## config.mk

```make
export PLATFORM = sky130hd
export DESIGN_NAME = ring_bypass_node
export DESIGN_NICKNAME = d
export VERILOG_FILES = /design/src/rtl/rbp_pkg.sv /design/src/rtl/rbp_stage.sv /design/src/rtl/rbp_steer.sv /design/src/rtl/rbp_arbiter.sv /design/src/rtl/ring_bypass_node.sv
export SDC_FILE = /design/constraint.sdc
export NUM_CORES = 1
export LEC_CHECK = 0
export BUFFER_PORTS_ARGS = -buffer_cell sky130_fd_sc_hd__buf_4
export CAP_MARGIN = 20
export CORE_ASPECT_RATIO = 0.9
export CORE_UTILIZATION = 45
export CTS_CLUSTER_DIAMETER = 100
export CTS_CLUSTER_SIZE = 14
export DETAILED_ROUTE_END_ITERATION = 7
export PLACE_DENSITY_LB_ADDON = 0.05
export SYNTH_ARGS = -nofsm -noshare
export SYNTH_HDL_FRONTEND = slang
export SYNTH_SLANG_ARGS = --single-unit
```

## constraint.sdc

```tcl
create_clock -name clk -period 4.25 [get_ports clk]
set_input_delay 0.85 -clock clk [delete_from_list [all_inputs] [get_ports clk]]
set_output_delay 0.85 -clock clk [all_outputs]
set_load 0.05 [all_outputs]
```

## src/rtl/rbp_pkg.sv

```systemverilog
package rbp_pkg;

  localparam logic [1:0] KIND_BODY   = 2'b00;
  localparam logic [1:0] KIND_HEAD   = 2'b01;
  localparam logic [1:0] KIND_TAIL   = 2'b10;
  localparam logic [1:0] KIND_SINGLE = 2'b11;

  typedef enum logic [1:0] {
    OWN_NONE  = 2'd0,
    OWN_RING  = 2'd1,
    OWN_LOCAL = 2'd2
  } owner_e;

  typedef enum logic [1:0] {
    RM_IDLE  = 2'd0,
    RM_EJECT = 2'd1,
    RM_FWD   = 2'd2
  } rmode_e;

  function automatic logic kind_head(input logic [1:0] k);
    return k[0];
  endfunction

  function automatic logic kind_tail(input logic [1:0] k);
    return k[1];
  endfunction

endpackage

```

## src/rtl/rbp_stage.sv

```systemverilog
module rbp_stage #(
  parameter int W = 22
) (
  input  logic         clk,
  input  logic         rst,
  input  logic         in_valid,
  output logic         in_ready,
  input  logic [W-1:0] in_data,
  output logic         out_valid,
  input  logic         out_ready,
  output logic [W-1:0] out_data
);

  logic         full_q;
  logic [W-1:0] data_q;

  assign in_ready  = !full_q || out_ready;
  assign out_valid = full_q;
  assign out_data  = data_q;

  always_ff @(posedge clk) begin
    if (rst) begin
      full_q <= 1'b0;
    end else if (in_valid && in_ready) begin
      full_q <= 1'b1;
    end else if (out_ready) begin
      full_q <= 1'b0;
    end
  end

  always_ff @(posedge clk) begin
    if (in_valid && in_ready) begin
      data_q <= in_data;
    end
  end

  AST_OUT_HOLD: assert property (@(posedge clk) disable iff (rst)
    (out_valid && !out_ready) |=> (out_valid && $stable(out_data)));

endmodule

```

## src/rtl/rbp_steer.sv

```systemverilog
module rbp_steer
  import rbp_pkg::*;
#(
  parameter int ID_W   = 4,
  parameter int FLIT_W = 22
) (
  input  logic              clk,
  input  logic              rst,
  input  logic [ID_W-1:0]   node_id,
  input  logic              router_awake,
  input  logic [FLIT_W-1:0] flit,
  input  logic              fire,
  output logic              dir_eject,
  output logic              may_accept,
  output logic              fwd_pkt
);

  localparam int KIND_MSB = FLIT_W - 1;
  localparam int DEST_MSB = FLIT_W - 3;

  rmode_e            mode_q;
  logic [1:0]        kind;
  logic [ID_W-1:0]   dest;

  assign kind = flit[KIND_MSB -: 2];
  assign dest = flit[DEST_MSB -: ID_W];

  assign may_accept = (mode_q != RM_IDLE) || !router_awake;
  assign dir_eject  = (mode_q == RM_EJECT) || ((mode_q == RM_IDLE) && (dest == node_id));
  assign fwd_pkt    = (mode_q == RM_FWD);

  always_ff @(posedge clk) begin
    if (rst) begin
      mode_q <= RM_IDLE;
    end else if (fire) begin
      if (kind_tail(kind)) begin
        mode_q <= RM_IDLE;
      end else if ((mode_q == RM_IDLE) && kind_head(kind)) begin
        mode_q <= dir_eject ? RM_EJECT : RM_FWD;
      end
    end
  end

endmodule

```

## src/rtl/rbp_arbiter.sv

```systemverilog
module rbp_arbiter
  import rbp_pkg::*;
(
  input  logic       clk,
  input  logic       rst,
  input  logic       router_awake,
  input  logic       ring_req,
  input  logic [1:0] ring_kind,
  input  logic       inj_valid,
  input  logic [1:0] inj_kind,
  input  logic       lat_full,
  input  logic       lat_in_ready,
  output logic       ring_may,
  output logic       ring_go,
  output logic       inj_go,
  output logic       inj_ready,
  output logic       ring_owns
);

  owner_e owner_q;
  logic   inj_may;
  logic   ring_fire;
  logic   inj_fire;

  assign ring_may  = (owner_q == OWN_RING) || (owner_q == OWN_NONE);
  assign ring_go   = ring_req && ring_may;
  assign inj_may   = (owner_q == OWN_LOCAL) ||
                     ((owner_q == OWN_NONE) && !router_awake && !ring_req &&
                      !lat_full && kind_head(inj_kind));
  assign inj_go    = inj_valid && inj_may;
  assign inj_ready = inj_may && lat_in_ready;
  assign ring_fire = ring_go && lat_in_ready;
  assign inj_fire  = inj_go && lat_in_ready;
  assign ring_owns = (owner_q == OWN_RING);

  always_ff @(posedge clk) begin
    if (rst) begin
      owner_q <= OWN_NONE;
    end else if (ring_fire) begin
      if (kind_tail(ring_kind)) owner_q <= OWN_NONE;
      else if (kind_head(ring_kind)) owner_q <= OWN_RING;
    end else if (inj_fire) begin
      if (kind_tail(inj_kind)) owner_q <= OWN_NONE;
      else if (kind_head(inj_kind)) owner_q <= OWN_LOCAL;
    end
  end

  AST_ONE_SOURCE: assert property (@(posedge clk) disable iff (rst)
    !(ring_go && inj_go));

  AST_INJ_START_EMPTY: assert property (@(posedge clk) disable iff (rst)
    (inj_fire && (owner_q == OWN_NONE)) |-> !lat_full);

endmodule

```

## src/rtl/ring_bypass_node.sv

```systemverilog
module ring_bypass_node
  import rbp_pkg::*;
#(
  parameter int ID_W   = 4,
  parameter int DATA_W = 16,
  parameter int FLIT_W = 2 + ID_W + DATA_W
) (
  input  logic              clk,
  input  logic              rst,
  input  logic [ID_W-1:0]   node_id,
  input  logic              router_awake,
  input  logic              ring_in_valid,
  output logic              ring_in_ready,
  input  logic [FLIT_W-1:0] ring_in_flit,
  output logic              ring_out_valid,
  input  logic              ring_out_ready,
  output logic [FLIT_W-1:0] ring_out_flit,
  output logic              ej_valid,
  input  logic              ej_ready,
  output logic [FLIT_W-1:0] ej_flit,
  input  logic              inj_valid,
  output logic              inj_ready,
  input  logic [FLIT_W-1:0] inj_flit
);

  localparam int KIND_MSB = FLIT_W - 1;
  localparam int DEST_MSB = FLIT_W - 3;

  logic              dir_eject, may_accept, fwd_pkt;
  logic              ring_may, ring_go, inj_go, ring_owns;
  logic              ring_req, ring_fire;
  logic              lat_in_valid, lat_in_ready;
  logic [FLIT_W-1:0] lat_in_data;
  logic              ej_in_valid, ej_in_ready;

  rbp_steer #(.ID_W(ID_W), .FLIT_W(FLIT_W)) u_steer (
    .clk          (clk),
    .rst          (rst),
    .node_id      (node_id),
    .router_awake (router_awake),
    .flit         (ring_in_flit),
    .fire         (ring_fire),
    .dir_eject    (dir_eject),
    .may_accept   (may_accept),
    .fwd_pkt      (fwd_pkt)
  );

  assign ring_req      = ring_in_valid && may_accept && !dir_eject;
  assign ej_in_valid   = ring_in_valid && may_accept && dir_eject;
  assign ring_in_ready = may_accept && (dir_eject ? ej_in_ready : (ring_may && lat_in_ready));
  assign ring_fire     = ring_in_valid && ring_in_ready;

  rbp_arbiter u_arb (
    .clk          (clk),
    .rst          (rst),
    .router_awake (router_awake),
    .ring_req     (ring_req),
    .ring_kind    (ring_in_flit[KIND_MSB -: 2]),
    .inj_valid    (inj_valid),
    .inj_kind     (inj_flit[KIND_MSB -: 2]),
    .lat_full     (ring_out_valid),
    .lat_in_ready (lat_in_ready),
    .ring_may     (ring_may),
    .ring_go      (ring_go),
    .inj_go       (inj_go),
    .inj_ready    (inj_ready),
    .ring_owns    (ring_owns)
  );

  assign lat_in_valid = ring_go || inj_go;
  assign lat_in_data  = ring_go ? ring_in_flit : inj_flit;

  rbp_stage #(.W(FLIT_W)) u_fwd_latch (
    .clk       (clk),
    .rst       (rst),
    .in_valid  (lat_in_valid),
    .in_ready  (lat_in_ready),
    .in_data   (lat_in_data),
    .out_valid (ring_out_valid),
    .out_ready (ring_out_ready),
    .out_data  (ring_out_flit)
  );

  rbp_stage #(.W(FLIT_W)) u_ej_reg (
    .clk       (clk),
    .rst       (rst),
    .in_valid  (ej_in_valid),
    .in_ready  (ej_in_ready),
    .in_data   (ring_in_flit),
    .out_valid (ej_valid),
    .out_ready (ej_ready),
    .out_data  (ej_flit)
  );

  AST_OWNER_MATCH: assert property (@(posedge clk) disable iff (rst)
    ring_owns == fwd_pkt);

  AST_EJ_LOCAL: assert property (@(posedge clk) disable iff (rst)
    (ej_in_valid && ej_in_ready && !fwd_pkt && kind_head(ring_in_flit[KIND_MSB -: 2]))
      |-> (ring_in_flit[DEST_MSB -: ID_W] == node_id));

  AST_EJ_STALL: assert property (@(posedge clk) disable iff (rst)
    (ring_in_valid && dir_eject && ej_valid && !ej_ready) |-> !ring_in_ready);

endmodule

```

==> results of run 1 <==
## kinds of logic after synthesis
family	share of synthesized area, %
and+or+nand+nor	6.54
xor gates and xnor gates	1.73
AOI/OAI and AO/OA	4.57
muxes	14.9
buffers and inverters	1.11
DFF	71.1
## power groups by stage
stage          Clock (mW)  Sequential (mW)  Combinational, mW
6_report            0.339            0.582              0.273
5_1_grt             0.365            0.585              0.287
4_1_cts             0.346            0.582              0.275
3_5_place_dp            0            0.593              0.274
3_3_place_gp            0            0.592              0.269
2_1_floorplan           0            0.684             0.0784
## how the worst max path moves through the flow
stage / cells after the start / slack, ns / endpoint
2_1_floorplan: 7 / 0.92 / u_arb.owner_q[1]
3_3_place_gp: 8 / 1.10 / u_arb.owner_q[1]
3_5_place_dp: 8 / 1.06 / u_arb.owner_q[1]
4_1_cts: 7 / 1.23 / ring_in_ready
5_1_grt: 7 / 1.05 / ring_in_ready
6_report: 7 / 1.21 / ring_in_ready
## sequential cells by signal, indices dropped and copies added, names as in the netlist
| signal | flops |
|---|---|
| u_arb.owner_q | 2 |
| u_ej_reg.out_data | 22 |
| u_fwd_latch.out_data | 22 |
| u_ej_reg.out_valid | 1 |
| u_steer.mode_q | 2 |
| u_fwd_latch.out_valid | 1 |
## worst max-delay path, cell delays in order
cell,delay [ns]
buf_4,0.11
xnor2_1,0.19
a41oi_2,0.18
nor2_1,0.28
mux2i_1,0.30
a21oi_1,0.07
buf_4,0.20
## routing by layer
metal / global-route usage [%] / routed length [µm]
met4: 10.3 / 110
met1: 22.7 / 1740
met3: 4.91 / 325
met5: 0 / 0
met2: 30.6 / 2070
## layout make-up
cell class,instances,area [µm²],area share [%]
tap,60,75.1,2.51
inverter,2,7.51,0.251
clock buffer,7,86.3,2.89
multi-input combinational,65,572,19.2
clock inverter,1,30.0,1.01
sequential,50,1440,48.3
timing repair buffer,103,773,25.9
## cell usage in the layout (no fill, tap or decap)
master     instances
or4_1              1
o21ai_2            1
nor2b_1            2
bufinv_16          1
and3_1             1
nand3_1            1
nand2b_1           3
clkbuf_1           1
or4_4              1
clkbuf_8           6
dfxtp_1            6
o211ai_2           1
inv_1              2
a32oi_1            1
nand2_1            1
a41oi_2            1
nor3b_1            1
a21boi_4           1
nor4_1             1
mux2i_1            4
o31ai_4            1
or2_1              2
a21oi_1            3
mux2_4             1
nor2_1            11
mux2_2            22
buf_4            103
edfxtp_1          44
xnor2_1            4
## stage by stage
stage / hold slack [ns] / utilization, % / std cells / setup WS (ns)
after floorplan: 0.464 / - / 120 / 0.916
after CTS: 0.522 / 71.4 / 288 / 1.23
after global routing: 0.554 / 71.4 / 288 / 1.05
after global placement: 0.484 / 68.6 / 280 / 1.10
after detailed placement: 0.508 / 68.6 / 280 / 1.06
final: 0.523 / 71.4 / 288 / 1.21
==> summary.txt, run 1 <==
Outcome
  • Status: finished clean

Pwr
  • Comb power frac: 22.9%
  • Internal power: 0.868 mW
  • Power share of the sequential group: 48.7%
  • Sw power: 0.325 mW
  • Sw Share: 27.2%
  • Maximum VDD drop: 0.311 mV
  • Clk pwr share: 28.4%
  • Total power: 1.19 mW
  • P_leak: 1.21 nW
  • Pwr dens: 400 mW/mm²

Routing
  • Vias per inst: 4.92
  • Starting DRT DRC Count: 147
  • Post-route ant nets: 0
  • TritonRoute pass-1 iters: 4
  • Routed vias: 1418
  • Drt wl/cell: 14.8 µm
  • # DRC: 0
  • DRT Wirelength: 4.25 mm

Worst hold path
  • Worst Hold Path EP: u_arb.owner_q[0]
  • HP Class: reg2reg
  • Hold Startpoint: u_arb.owner_q[0]
  • Cells on Worst Hold Path: 2

STA
  • Slew HR: 28.2%
  • Setup TNS: 0 ns
  • Crit share post-route: 71.5%
  • Minimum clock period: 3.04 ns
  • FMAX: 329 MHz
  • Clk_skew: 0.00555 ns
  • Worst-Margin Slew: 1.08 ns
  • Hold Fails Final Rpt: 0
  • RSZ-0062 raised after global routing: false
  • Slew Viols, Final: 0
  • Count of final setup violators: 0

Synth
  • Mapped Cells: 120
  • Mapped Area: 0.00203 mm²
  • Syn Area/Cell: 16.9 µm²
  • Post-synthesis cell type count: 27
  • Synth warn: 0
  • Seq/Total Area, Yosys: 71.1%
  • Post-synth EDFFs: 44
  • Net Count, Synth: 175
  • Top FF cell, synth: edfxtp_1
  • Ys async rst share: 0%
  • Synth top area cells: edfxtp_1, mux2_2, dfxtp_1, nor2_1, mux2i_1
  • Flops & latches, synth: 50
  • Synth cell count leaders: edfxtp_1, mux2_2, nor2_1, dfxtp_1
  • Area share of the largest cell type after synthesis: 65.2%
  • Largest area contributor in the netlist: edfxtp_1
  • Most common cell in the netlist: edfxtp_1

CTS
  • Maximum root-to-sink buffer count: 2
  • CTS root buf: clkbuf_8
  • Total CTS buffers: 5
  • Clock slew at reported path FFs: 0.08 ns
  • CTS Hold Buffers Added: 0
  • Setup repair bufs after CTS: 0
  • CTS Sinks: 50
  • CTS H-tree depth: 2
  • CTS tree: yes
  • Worst-Skew Late Latency: 0.30 ns
  • PostCTS Resize Cnt: 0

Die
  • # IOs: 103
  • Row count: 22
  • Core area: 0.00418 mm²
  • Initial Util: 48.4%
  • Die width: 72.7 µm
  • Die Span Y: 65.7 µm
  • Total die area: 0.00478 mm²

Global route
  • Largest net degree at the start of global routing: 25
  • Grt ovf: 0
  • First-pass GRT wire length: 6.55 mm
  • Vias in the first global route: 1405
  • Initial antenna violation count: 0
  • All-Layer GR Usage: 18.8%

Setup path
  • Critical Path Sink Type: primary output
  • R2R cell count: 7
  • Critical path arrival: 2.19 ns
  • Worst R2R Setup Slack: 1.68 ns
  • CP startpoint: node_id[2]
  • CP Launch Type: input pin
  • Reg2reg end: u_arb.owner_q[1]
  • Critical path class: in2out
  • Worst reg2reg path startpoint: u_steer.mode_q[1]
  • WP data required: 3.40 ns
  • Worst Path Max Fanout: 4

Placed design
  • Port Buf Inserts: 102
  • Post-DP HPWL: 3.09 mm
  • Gpl congestion: 0.828
  • Placed Area: 0.00287 mm²

Final layout
  • # fillers: 311
  • Number of diodes: 0
  • Final Cell Area: 0.00299 mm²
  • Area Growth Syn to Fin: 47.3%
  • Layout cells sized above 1: 61.0%
  • Final nets: 282

Job
  • Max Cap Viol: 0
(Power assumes the default switching activity.)
==> run 2: changes to the inputs <==
--- a/config.mk
+++ b/config.mk
@@ -8,7 +8,7 @@
 export BUFFER_PORTS_ARGS = -buffer_cell sky130_fd_sc_hd__buf_4
 export CAP_MARGIN = 20
 export CORE_ASPECT_RATIO = 0.9
-export CORE_UTILIZATION = 45
+export CORE_UTILIZATION = 40
 export CTS_CLUSTER_DIAMETER = 100
 export CTS_CLUSTER_SIZE = 14
 export DETAILED_ROUTE_END_ITERATION = 7
==> constraint.sdc (replaced) <==
create_clock -name clk -period 2.6 [get_ports clk]
set_input_delay 0.52 -clock clk [delete_from_list [all_inputs] [get_ports clk]]
set_output_delay 0.52 -clock clk [all_outputs]
set_load 0.05 [all_outputs]
==> summary.txt, run 2 (synthesis results as in run 1) <==
Outcome
  • Status: finished clean

STA
  • Slew Viols, Final: 0
  • Final WS setup: 0.273 ns
  • Slew HR: 67.9%
  • Crit share post-route: 89.5%
  • Setup TNS: 0 ns
  • Minimum clock period: 2.33 ns
  • Clk_skew: 0.00750 ns
  • Worst-Margin Slew: 0.480 ns
  • Hold Fails Final Rpt: 0
  • RSZ-0062 raised after global routing: false
  • Count of final setup violators: 0
  • FMAX: 430 MHz

Setup path
  • Crit-path cells: nor2_1 -> a21boi_4 -> o21ai_2 -> a32oi_1 -> nor2_1 -> buf_4
  • Critical path's largest stage delay: 0.41 ns
  • Critical path arrival: 1.81 ns
  • Crit-path most repeated cell: nor2_1
  • WP data required: 2.08 ns
  • Worst reg2reg path startpoint: u_steer.mode_q[1]
  • R2R cell count: 7
  • Worst Path Max Fanout: 5
  • CP Launch Type: flip-flop
  • Buf+Inv Stages, Crit Path: 1
  • Reg2reg end: u_arb.owner_q[1]
  • Critical Path Sink Type: primary output
  • Critical path class: reg2out
  • Worst R2R Setup Slack: 0.59 ns
  • Top delay family on crit path: compound AO/OA/AOI/OAI gates
  • CP max stage cell: dfxtp_1

Global route
  • Initial antenna violation count: 0
  • First-pass GRT wire length: 6.84 mm
  • All-Layer GR Usage: 16.7%
  • Largest net degree at the start of global routing: 24
  • Vias in the first global route: 1411
  • Grt ovf: 0

Die
  • Die Span Y: 69.5 µm
  • Total die area: 0.00536 mm²
  • Row count: 24
  • # IOs: 103
  • Core area: 0.00486 mm²
  • Die width: 77.0 µm
  • Initial Util: 41.7%

Final layout
  • Layout cells sized above 1: 61.5%
  • Area Growth Syn to Fin: 48.4%
  • Number of diodes: 0
  • Most common cell after layout, fill and taps aside: buf_4
  • Finished Layout Cells: 296
  • Most frequent cells in the layout: buf_4, edfxtp_1, mux2_2
  • Final nets: 285

Routing
  • Post-route ant nets: 0
  • TritonRoute pass-1 iters: 4
  • DRT Wirelength: 4.34 mm
  • Starting DRT DRC Count: 52
  • Drt wl/cell: 14.7 µm
  • Vias per inst: 4.75
  • Routed vias: 1405
  • # DRC: 0

CTS
  • CTS tree: yes
  • CTS Sinks: 50
  • CTS root buf: clkbuf_8
  • Maximum root-to-sink buffer count: 2
  • PostCTS Resize Cnt: 0
  • Setup repair bufs after CTS: 0
  • Worst-Skew Late Latency: 0.29 ns
  • CTS Hold Buffers Added: 0
  • CTS H-tree depth: 2
  • Total CTS buffers: 5
  • Clock slew at reported path FFs: 0.09 ns

Placed design
  • Pre-CTS WS: 0.270 ns
  • Gpl congestion: 0.793
  • Port Buf Inserts: 102
  • Placed instance count: 288
  • Post-DP HPWL: 3.25 mm

Worst hold path
  • Cells on Worst Hold Path: 1
  • Hold Startpoint: ring_in_flit[6]
  • HP Class: in2reg
  • Worst Hold Path EP: u_ej_reg.out_data[6]

Pwr
  • Pwr dens: 641 mW/mm²
  • Maximum VDD drop: 0.315 mV
  • P_leak: 1.22 nW

Job
  • Max Cap Viol: 0
==> run 2: changes by cell type in the layout (fill, tap and decap cells not counted), sizes merged <==
cell,change
buf,+3
clkbuf,-1
clkinvlp,+1
==> run 2: area by class of cell <==
| cell class | count | area, µm² |
|---|---|---|
| inverters | 2 | 7.51 |
| multi-input cells | 65 | 572 |
| fillers | 414 | 1860 |
| clock inverters | 2 | 37.5 |
| well taps | 65 | 81.3 |
| flip-flops and latches | 50 | 1440 |
| clock buffers | 6 | 72.6 |
| repair buffers | 106 | 796 |
==> run 2: report_power, final <==
part           leakage (nW)  switching [mW]  internal, mW  total, mW
Sequential            0.455          0.0156         0.934      0.950
Combinational         0.716           0.276         0.176      0.452
Clock                0.0514           0.239         0.287      0.526
==> run 2: routing by layer <==
metal / vias to the layer above / GRT usage, % / wire, µm
met2: 58 / 29.6 / 2220
met1: 664 / 19.7 / 1750
li1: 674 / - / -
met4: 0 / 6.50 / 87
met3: 9 / 3.82 / 282
met5: - / 0 / 0
==> run 2: through the flow <==
step / total power, mW / hold WS [ns] / instance area (µm²) / util, %
5_1_grt: 2.01 / 0.390 / 3010 / 61.8
3_5_place_dp: 1.42 / 0.507 / 2900 / 59.6
6_report: 1.93 / 0.408 / 3010 / 61.8
3_3_place_gp: 1.41 / 0.489 / 2900 / 59.6
2_1_floorplan: 1.25 / 0.464 / 2040 / -
4_1_cts: 1.95 / 0.398 / 3010 / 61.8
==> run 2: worst max path at each step <==
stage	from	to	slack, ns	cells after the start
floorplan	node_id[2]	u_arb.owner_q[1]	0.06	7
global placement	ring_in_flit[18]	u_arb.owner_q[1]	0.31	8
detailed placement	node_id[3]	ring_in_ready	0.27	7
CTS	node_id[3]	ring_in_ready	0.25	7
global route	ring_in_flit[18]	ring_in_ready	0.15	7
finish	u_steer.mode_q[1]	inj_ready	0.27	6
